[src/rtl/i2f_pkg.sv]
package i2f_pkg;
  typedef enum logic [1:0] {
    FMT_HALF   = 2'b00,
    FMT_SINGLE = 2'b01,
    FMT_DOUBLE = 2'b10,
    FMT_RSVD   = 2'b11
  } fmt_e;

  localparam int HALF_EXP_W = 5;
  localparam int HALF_FRAC_W = 10;
  localparam int SGL_EXP_W = 8;
  localparam int SGL_FRAC_W = 23;
  localparam int DBL_EXP_W = 11;
  localparam int DBL_FRAC_W = 52;
endpackage

[src/rtl/i2f_lzc.sv]
module i2f_lzc #(
  parameter int W = 32,
  localparam int CW = $clog2(W) + 1
) (
  input  logic [W-1:0]  vec,
  output logic [CW-1:0] count
);
  always_comb begin
    logic found;
    found = 1'b0;
    count = CW'(W);
    for (int i = W - 1; i >= 0; i--) begin
      if (!found && vec[i]) begin
        count = CW'(W - 1 - i);
        found = 1'b1;
      end
    end
  end
endmodule

[src/rtl/i2f_lzc_split.sv]
module i2f_lzc_split #(
  parameter int W = 64,
  localparam int HW = W / 2,
  localparam int HCW = $clog2(HW) + 1,
  localparam int CW = $clog2(W) + 1
) (
  input  logic [W-1:0]  vec,
  output logic [CW-1:0] count
);
  logic [HCW-1:0] part_cnt [2];

  // index 0 counts the lower word, index 1 the upper word
  for (genvar g = 0; g < 2; g++) begin : g_half
    i2f_lzc #(.W(HW)) cnt_i (
      .vec   (vec[g*HW +: HW]),
      .count (part_cnt[g])
    );
  end

  // the lower-word count only matters once the upper word is all zero
  always_comb begin
    if (part_cnt[1] == HCW'(HW))
      count = CW'(HW) + CW'(part_cnt[0]);
    else
      count = CW'(part_cnt[1]);
  end
endmodule

[src/rtl/i2f_pack.sv]
module i2f_pack #(
  parameter int OP_W = 64,
  parameter int EXP_W = 11,
  parameter int FRAC_W = 52,
  localparam int LZW = $clog2(OP_W) + 1,
  localparam int EW = EXP_W + 2,
  localparam int SW = EW + FRAC_W,
  localparam int BIAS = (1 << (EXP_W - 1)) - 1,
  localparam int RPOS = OP_W - 2 - FRAC_W,
  localparam int RES_W = 1 + EXP_W + FRAC_W
) (
  input  logic [OP_W-1:0]  norm,
  input  logic [LZW-1:0]   lz,
  input  logic             zero,
  input  logic             neg,
  output logic [RES_W-1:0] result
);
  localparam logic [SW-1:0] INF_MAG = {2'b00, {EXP_W{1'b1}}, {FRAC_W{1'b0}}};
  localparam logic [OP_W-1:0] STICKY_MASK = (OP_W'(1) << RPOS) - OP_W'(1);

  logic [EW-1:0]     exp_w;
  logic [FRAC_W-1:0] frac;
  logic              rnd, sticky;
  logic [SW-1:0]     sum, sat;

  always_comb begin
    exp_w  = EW'(BIAS + OP_W - 1) - EW'(lz);
    frac   = norm[OP_W-2 -: FRAC_W];
    rnd    = norm[RPOS];
    sticky = |(norm & STICKY_MASK);
    // adding the round bit to {exponent, fraction} lets a carry bump the exponent
    sum = {exp_w, frac} + SW'(rnd);
    if (rnd && !sticky)
      sum[0] = 1'b0;
    sat = (sum >= INF_MAG) ? INF_MAG : sum;
    if (zero)
      result = '0;
    else
      result = {neg, sat[EXP_W+FRAC_W-1:0]};
  end
endmodule

[src/rtl/int2fp_conv.sv]
module int2fp_conv
  import i2f_pkg::*;
#(
  parameter int OP_W = 64,
  localparam int LZW = $clog2(OP_W) + 1,
  localparam int HW = OP_W / 2,
  localparam int H_W = 1 + HALF_EXP_W + HALF_FRAC_W,
  localparam int S_W = 1 + SGL_EXP_W + SGL_FRAC_W,
  localparam int D_W = 1 + DBL_EXP_W + DBL_FRAC_W
) (
  input  logic            clk,
  input  logic            rst,
  input  logic            in_valid,
  input  logic [OP_W-1:0] in_operand,
  input  logic            in_signed,
  input  logic [1:0]      in_fmt,
  output logic            out_valid,
  output logic [D_W-1:0]  out_result
);
  logic            neg, zero, hi_nz;
  logic [OP_W-1:0] mag, norm;
  logic [LZW-1:0]  lz;
  logic [H_W-1:0]  res_h, res_h_fin;
  logic [S_W-1:0]  res_s;
  logic [D_W-1:0]  res_d, res_sel;

  always_comb begin
    neg = in_signed & in_operand[OP_W-1];
    mag = neg ? (~in_operand + OP_W'(1)) : in_operand;
  end

  i2f_lzc_split #(.W(OP_W)) lzc_i (.vec(mag), .count(lz));

  always_comb begin
    zero  = (mag == '0);
    norm  = mag << lz;
    hi_nz = |mag[OP_W-1:HW];
  end

  i2f_pack #(.OP_W(OP_W), .EXP_W(HALF_EXP_W), .FRAC_W(HALF_FRAC_W)) pack_h_i (
    .norm(norm), .lz(lz), .zero(zero), .neg(neg), .result(res_h));
  i2f_pack #(.OP_W(OP_W), .EXP_W(SGL_EXP_W), .FRAC_W(SGL_FRAC_W)) pack_s_i (
    .norm(norm), .lz(lz), .zero(zero), .neg(neg), .result(res_s));
  i2f_pack #(.OP_W(OP_W), .EXP_W(DBL_EXP_W), .FRAC_W(DBL_FRAC_W)) pack_d_i (
    .norm(norm), .lz(lz), .zero(zero), .neg(neg), .result(res_d));

  // half shortcut: anything wider than the lower word cannot fit
  always_comb begin
    if (hi_nz)
      res_h_fin = {neg, {HALF_EXP_W{1'b1}}, {HALF_FRAC_W{1'b0}}};
    else
      res_h_fin = res_h;
    case (fmt_e'(in_fmt))
      FMT_HALF:   res_sel = D_W'(res_h_fin);
      FMT_SINGLE: res_sel = D_W'(res_s);
      default:    res_sel = res_d;
    endcase
  end

  always_ff @(posedge clk) begin
    if (rst) begin
      out_valid  <= 1'b0;
      out_result <= '0;
    end else begin
      out_valid <= in_valid;
      if (in_valid)
        out_result <= res_sel;
    end
  end

  assert_valid_lat_R1: assert property (@(posedge clk) disable iff (rst)
    in_valid |=> out_valid);
  assert_idle_lat_R1: assert property (@(posedge clk) disable iff (rst)
    !in_valid |=> (!out_valid && $stable(out_result)));
  assert_narrow_upper_R3: assert property (@(posedge clk) disable iff (rst)
    (in_valid && in_fmt == 2'b00) |=> (out_result[D_W-1:H_W] == '0));
  assert_zero_in_R5: assert property (@(posedge clk) disable iff (rst)
    (in_valid && in_operand == '0) |=> (out_result == '0));
  assert_norm_lead_R4: assert property (@(posedge clk) disable iff (rst)
    (mag != '0) |-> norm[OP_W-1]);
  assert_neg_sign_R10: assert property (@(posedge clk) disable iff (rst)
    (in_valid && in_signed && in_operand[OP_W-1] && in_fmt[1]) |=> out_result[D_W-1]);
  assert_half_ovf_R12: assert property (@(posedge clk) disable iff (rst)
    (in_valid && !in_signed && in_fmt == 2'b00 && |in_operand[OP_W-1:HW])
      |=> (out_result[H_W-1:0] == 16'h7C00));
endmodule

[config.mk]
export PLATFORM = sky130hd
export DESIGN_NAME = int2fp_conv
export DESIGN_NICKNAME = d
export VERILOG_FILES = /design/src/rtl/i2f_pkg.sv /design/src/rtl/i2f_lzc.sv /design/src/rtl/i2f_lzc_split.sv /design/src/rtl/i2f_pack.sv /design/src/rtl/int2fp_conv.sv
export SDC_FILE = /design/constraint.sdc
export NUM_CORES = 1
export LEC_CHECK = 0
export ABC_AREA = 1
export BUFFER_PORTS_ARGS = -buffer_cell sky130_fd_sc_hd__buf_2
export CELL_PAD_IN_SITES_DETAIL_PLACEMENT = 2
export CELL_PAD_IN_SITES_GLOBAL_PLACEMENT = 2
export CORE_MARGIN = 10
export CORE_UTILIZATION = 34
export DETAILED_ROUTE_END_ITERATION = 10
export GPL_TIMING_DRIVEN = 0
export PLACE_DENSITY = 0.93
export SYNTH_ARGS = -nofsm -noshare
export SYNTH_HDL_FRONTEND = slang
export SYNTH_SLANG_ARGS = --single-unit
[constraint.sdc]
create_clock -name clk -period 11.3 [get_ports clk]
set_input_delay 1.13 -clock clk [delete_from_list [all_inputs] [get_ports clk]]
set_output_delay 1.13 -clock clk [all_outputs]
set_load 0.01 [all_outputs]
Yosys cells after proc, flatten, opt, wreduce, memory -nomap -nowiden
Cells that the tools add are included.
{"block": "totals", "wordCells": 293, "input_bits": 70, "regBits": 65, "output_inout_bits": 65}
{"block": "classes", "shifts": 1, "reduce_logical": 136, "bitwise": 2, "order_cmp": 3, "muxes": 139, "addsub": 8, "n_eq_ne": 2}
{"op": "$mux W6", "count": 64}
{"op": "$mux W64", "count": 2}
{"op": "$pmux W64 S2", "count": 1}
{"op": "$add A65 B1 Y65", "count": 1}
{"op": "$ge A65 B63 Y1 const B", "count": 1}
{"op": "$logic_and A1 B1 Y1", "count": 65}
{"op": "$logic_not A1 Y1", "count": 65}
{"op": "$mux W1", "count": 65}
{"op": "$add A64 B1 Y64 const B", "count": 1}
{"op": "$logic_not A64 Y1", "count": 1}
{"op": "$not A64 Y64", "count": 1}
{"op": "$shl A64 B7 Y63", "count": 1}
{"op": "$mux W63", "count": 1}
{"op": "$reduce_or A52 Y1", "count": 1}
{"op": "$reduce_or A39 Y1", "count": 1}
{"op": "$add A33 B1 Y33", "count": 1}
{"op": "$ge A33 B31 Y1 const B", "count": 1}
{"op": "$mux W16", "count": 2}
{"op": "$mux W32", "count": 1}
{"op": "$reduce_or A32 Y1", "count": 1}
{"op": "$mux W31", "count": 1}
{"op": "$add A17 B1 Y17", "count": 1}
{"op": "$ge A17 B15 Y1 const B", "count": 1}
{"op": "$mux W15", "count": 1}
{"op": "10 further kinds", "count": 10}

Logic depth before layout (Yosys ltp)
{"block": "logic_depth", "word_depth": 109, "ltp_mapped": 50, "mapped_depth_nobuf": 49}

Hierarchy
A second synthesis with hierarchy kept.
{"block": "unflattened", "hier_cells": 2991, "hier_area_um2": 15509.9}
{"mod": "int2fp_conv", "instances": 1, "seq_area_each_um2": 1301.2, "cells_per_inst": 1921, "area_per_inst_um2": 9829.4}
{"mod": "i2f_pack at pack_d_i", "instances": 1, "seq_area_each_um2": 0.0, "cells_per_inst": 454, "area_per_inst_um2": 2257.2}
{"mod": "i2f_lzc", "instances": 2, "seq_area_each_um2": 0.0, "cells_per_inst": 106, "area_per_inst_um2": 649.4}
{"mod": "i2f_pack at pack_s_i", "instances": 1, "seq_area_each_um2": 0.0, "cells_per_inst": 236, "area_per_inst_um2": 1163.6}
{"mod": "i2f_pack at pack_h_i", "instances": 1, "seq_area_each_um2": 0.0, "cells_per_inst": 143, "area_per_inst_um2": 838.3}
{"mod": "i2f_lzc_split", "instances": 1, "seq_area_each_um2": 0.0, "cells_per_inst": 25, "area_per_inst_um2": 122.6}

Least setup slack after synthesis
No wires, ideal clock.
{"block": "synth_timing", "path_kind": "input to register", "from": "input port in_operand[0]", "to": "register out_result[7]", "path_buffers": 4, "slack_ns": 5.262, "arrival_ns": 5.930, "setup_time_ns": 0.109, "t_required_ns": 11.191, "path_stages": 44, "path_cell_list": "inv_2 > ha_1 > inv_1 > nor2_4 > nand2_1 > nor2_1 > nand3_1 > nand2_1 > nand2_1 > nand2_2 > nand2_2 > nor2_2 > nand2_4 > nor2_8 > nand4_4 > nor2_4 > nand3_2 > nor2_4 > [8 not listed] > buf_4 > buf_2 > nor2_1 > nand2_1 > o2111ai_1 > o21ai_2 > ha_1 > ha_1 > nand2_1 > nor2_4 > nand3_2 > xor2_1 > nand4_2 > buf_6 > nand4_1 > nand4_1 > nand2_1 > inv_1"}
{"block": "synth_via", "elab_chain_len": 109, "elab_cells_between_ends": 288, "classes_between": "8 x add/sub; 3 x order compare; 1 x eq/ne; 1 x shift; 139 x mux; 1 x bitwise; 135 x reduce/logical"}
{"item": "start, declared", "line": "int2fp_conv.sv:14", "source": "input logic [OP_W-1:0] in_operand,"}
{"item": "$not A64 Y64", "line": "int2fp_conv.sv:29", "source": "mag = neg ? (~in_operand + OP_W'(1)) : in_operand;"}
{"item": "$add A64 B1 Y64", "line": "int2fp_conv.sv:29"}
{"item": "$mux W64 (*)", "line": "int2fp_conv.sv:29"}
{"item": "branches (longest 105 deep; another with $mux W1)"}
{"item": "$pmux W64 S2 (*)", "line": "int2fp_conv.sv:53", "source": "case (fmt_e'(in_fmt))"}
{"item": "end signal, assigned", "line": "int2fp_conv.sv:67", "source": "out_result <= res_sel;"}
{"item": "end, declared", "line": "int2fp_conv.sv:18", "source": "output logic [D_W-1:0] out_result"}
Mark *: on every way between the ends.
A chain may end at the register's enable or synchronous reset.

Worst setup path after layout
{"block": "layout_timing", "from": "input port in_operand[63]", "to": "register out_result[14]"}
{"block": "layout_via", "elab_chain_len": 109, "elab_cells_between_ends": 289, "classes_between": "8 x add/sub; 3 x order compare; 1 x eq/ne; 1 x shift; 139 x mux; 2 x bitwise; 135 x reduce/logical"}
{"item": "$not A64 Y64", "line": "int2fp_conv.sv:29"}
{"item": "$add A64 B1 Y64", "line": "int2fp_conv.sv:29"}
{"item": "$mux W64 (*)", "line": "int2fp_conv.sv:29"}
{"item": "branches (longest 105 deep; another with $mux W1)"}
{"item": "$pmux W64 S2 (*)", "line": "int2fp_conv.sv:53"}
Marks and branches as above.

==> flow_summary.toml <==
[placed_design]
place_hpwl_um = 82280
gp_routability_congestion = 1.009
io_buffers = 132

[yosys]
synthMuxAreaShare_pct = 0
synth.avg_cell_area_um2 = 5.219
syn_nets = 2842
yosysSeqAreaShare_pct = 9.024
synth-edff-count = 0
synthCells = 2763
ys.flop_type = "dfxtp_1"
ys_warn_count = 0
synth_simple_gate_area_share_pct = 64.19
ys_ff_latch = 65
synth_top_family_by_area = "simple AND/OR/NAND/NOR gates"
async_reset_ff_share_pct = 0
synthAdderAreaFrac_pct = 0.7809
synth_compound_area_share_pct = 8.633
synth_xor_area_share_pct = 4.495
synthesis.area_um2 = 14420
ys_types = 61

[hold_path]
hp-start = "out_result[43]"
whs_path_depth = 2
whs_endpoint = "out_result[43]"
hold_path_class = "flip-flop to flip-flop"

[layout]
multi_input_area_um2 = 11260
utilization_pct = 38.24
final_nets = 2985
drive_above_1_share_pct = 16.04
fillCellCount = 5737
regArea_um2 = 1301
syn_to_final_growth_pct = 11.24
mostFrequentLayoutCells = "nand2_1 (791), nand3_1 (564), nor2_1 (334), inv_1 (268), buf_2 (174)"
final_common_cell = "nand2_1"

[floorplan]
fp.dieH_um = 225.9
die_w_um = 225.9
core_area_um2 = 41950
num_rows = 75
dieArea_um2 = 51050
ioPinCount = 135
initial_core_util_pct = 34.38

[critical_path]
reg2reg_from = "out_result[5]"
criticalPathCategory = "input port to flip-flop"
critPathLaunchType = "input port"
crit_family = "simple AND/OR/NAND/NOR gates"
crit_required_ps = 11550
crit_slowest_cell = "nand4_1"
max_stage_delay_ps = 580
crit_fanout = 10
reg2reg_depth = 4
worst_path_most_repeated_cell = "nand2_1"
r2r_slack_ps = 10500
worstSetupEndpointType = "flip-flop"
r2r-end = "out_result[5]"
cp_num_buf_inv = 11
crit_arrival_ps = 9650

[sta]
slew-limit-headroom_pct = 7.059
skew_ps = 0
hold_viol_final = 0
final_max_slew_viol_count = 0
fin_crit_sh_pct = 83.19
fin_setup_tns_ps = 0
grt_setup_unrepaired = "false"
tightest_slew_ps = 1389
finalSetupViolations = 0
achievable-frequency_mhz = 106.4
post-route-min-period_ps = 9400

[power_and_ir_drop]
p_switching_w = 0.001086
leakagePower_nw = 7.805
powerDensity_nw_per_um2 = 112.6
p_seq_share_pct = 14.3
power.share.combinational_pct = 70.7
clkPwrFrac_pct = 15.0
swShare_pct = 60.16
internal_power_w = 0.0007194
peakVddDrop_mv = 0.07763

[job]
drv_cap = 0

[clock_network]
ctsLongestPathBuffers = 2
cts_setup_buffers = 0
h-tree-depth = 3
numCtsBuffers = 9
cts-root-buf = "clkbuf_16"
hold_buffers = 0
cts_resized = 0
cts_sinks = 65
cts_tree = "done"
clk_latency_ps = 350
path_clk_slew_ps = 50

[global_routing]
grt_pass1_vias = 22320
grt_pass1_wl_um = 142500
grt_max_degree = 12
grt_usage_pct = 37.01
antenna_found_initial = 4
grt-ovfl-total = 0

[route]
routed-wl-met3_um = 5756
wl_met2_um = 47290
vias = 20830
viasPerCell = 6.036
wl_met1_um = 35750
wl_per_cell_um = 27.92
highest_layer = "met5"
drt-initial-drc-count = 1557
ant_nets = 0
first_pass_iters = 5
drt_wl_total_um = 96360
post-route-drc-count = 0

[status]
status = "complete, no violations"
cells in the mapped netlist (26+ instances only):
cell type  number  share of area, %
nand2_1       791                21
nand3_1       564                20
nor2_1        334               8.7
inv_1         268               7.0
nand4_1        70               3.0
dfxtp_1        65               9.0
inv_2          65               1.7
xor2_1         58               3.5
a21oi_1        48               1.7
nor2_2         48               2.1
buf_2          42               1.5
nand2_2        42               1.8
o21ai_0        39               1.4
o21ai_1        31               1.1
nor2_4         29               2.3
clkbuf_1       26              0.68
sequential cells by signal (all words and copies together), names as in the netlist:
signal      count
out_valid       1
out_result     64
power groups by stage:
| stage | registers [W] | clock network [W] | logic [W] |
|---|---|---|---|
| after floorplan | 0.000270 | 0 | 0.000733 |
| after CTS | 0.000258 | 0.000275 | 0.00123 |
| after global placement | 0.000261 | 0 | 0.00118 |
| after global routing | 0.000260 | 0.000285 | 0.00135 |
| final | 0.000258 | 0.000272 | 0.00128 |
| after detailed placement | 0.000262 | 0 | 0.00122 |
worst max-delay path by stage:
| stage | start | endpoint | slack (ps) | depth (start not counted) |
|---|---|---|---|---|
| final | in_operand[63] | out_result[14] | 1900 | 34 |
| after global routing | in_operand[63] | out_result[11] | 1710 | 32 |
| after CTS | in_operand[63] | out_result[14] | 2330 | 34 |
| after detailed placement | in_operand[63] | out_result[14] | 2010 | 34 |
| after global placement | in_signed | out_result[14] | 2200 | 34 |
| after floorplan | in_operand[0] | out_result[7] | 5260 | 44 |
metal layers:
layer / global-route usage, % / up-vias
met2: 66.11 / 889
met3: 5.202 / 368
met1: 39.57 / 10250
met4: 25.93 / 6
li1: - / 9315
met5: 0 / -
per-stage QoR:
stage / total power, W / setup WS (ps) / instances / hold WS, ps / cell area, um^2
3_5_place_dp: 0.001483 / 2013 / 3434 / 457.2 / 15760
2_1_floorplan: 0.001003 / 5262 / 2763 / 490.0 / 14420
5_1_grt: 0.001892 / 1710 / 3450 / 488.6 / 16040
6_report: 0.001806 / 1900 / 3451 / 464.9 / 16040
4_1_cts: 0.001762 / 2332 / 3450 / 465.7 / 16040
3_3_place_gp: 0.001438 / 2197 / 3434 / 450.6 / 15760
worst reg2reg max path, delay by kind of cell (launching register included):
kind / cells / cell delay, ps
DFF: 1 / 320
buffers and inverters: 1 / 40
and+or+nand+nor: 3 / 330
area by class of cell:
cell class	instances	share of cell area (%)
Multi-Input combinational cell	2258	70.21
Clock buffer	12	1.599
Buffer	101	3.627
Timing Repair Buffer	132	4.118
Clock inverter	4	0.1716
Sequential cell	65	8.112
Inverter	339	7.948
Tap cell	539	4.204
Antenna cell	1	0.01560
kinds of logic (layout without fill, tap and decap cells):
kind of cell               after synthesis  after routing
DFF                                     65             65
and+or+nand+nor                       1979           1979
adders and majority gates                9              9
buffers and inverters                  440            588
other                                    0              1
xor gates and xnor gates                74             74
AOI/OAI and AO/OA                      196            196
Note: power is estimated with default switching activity, not from simulation.
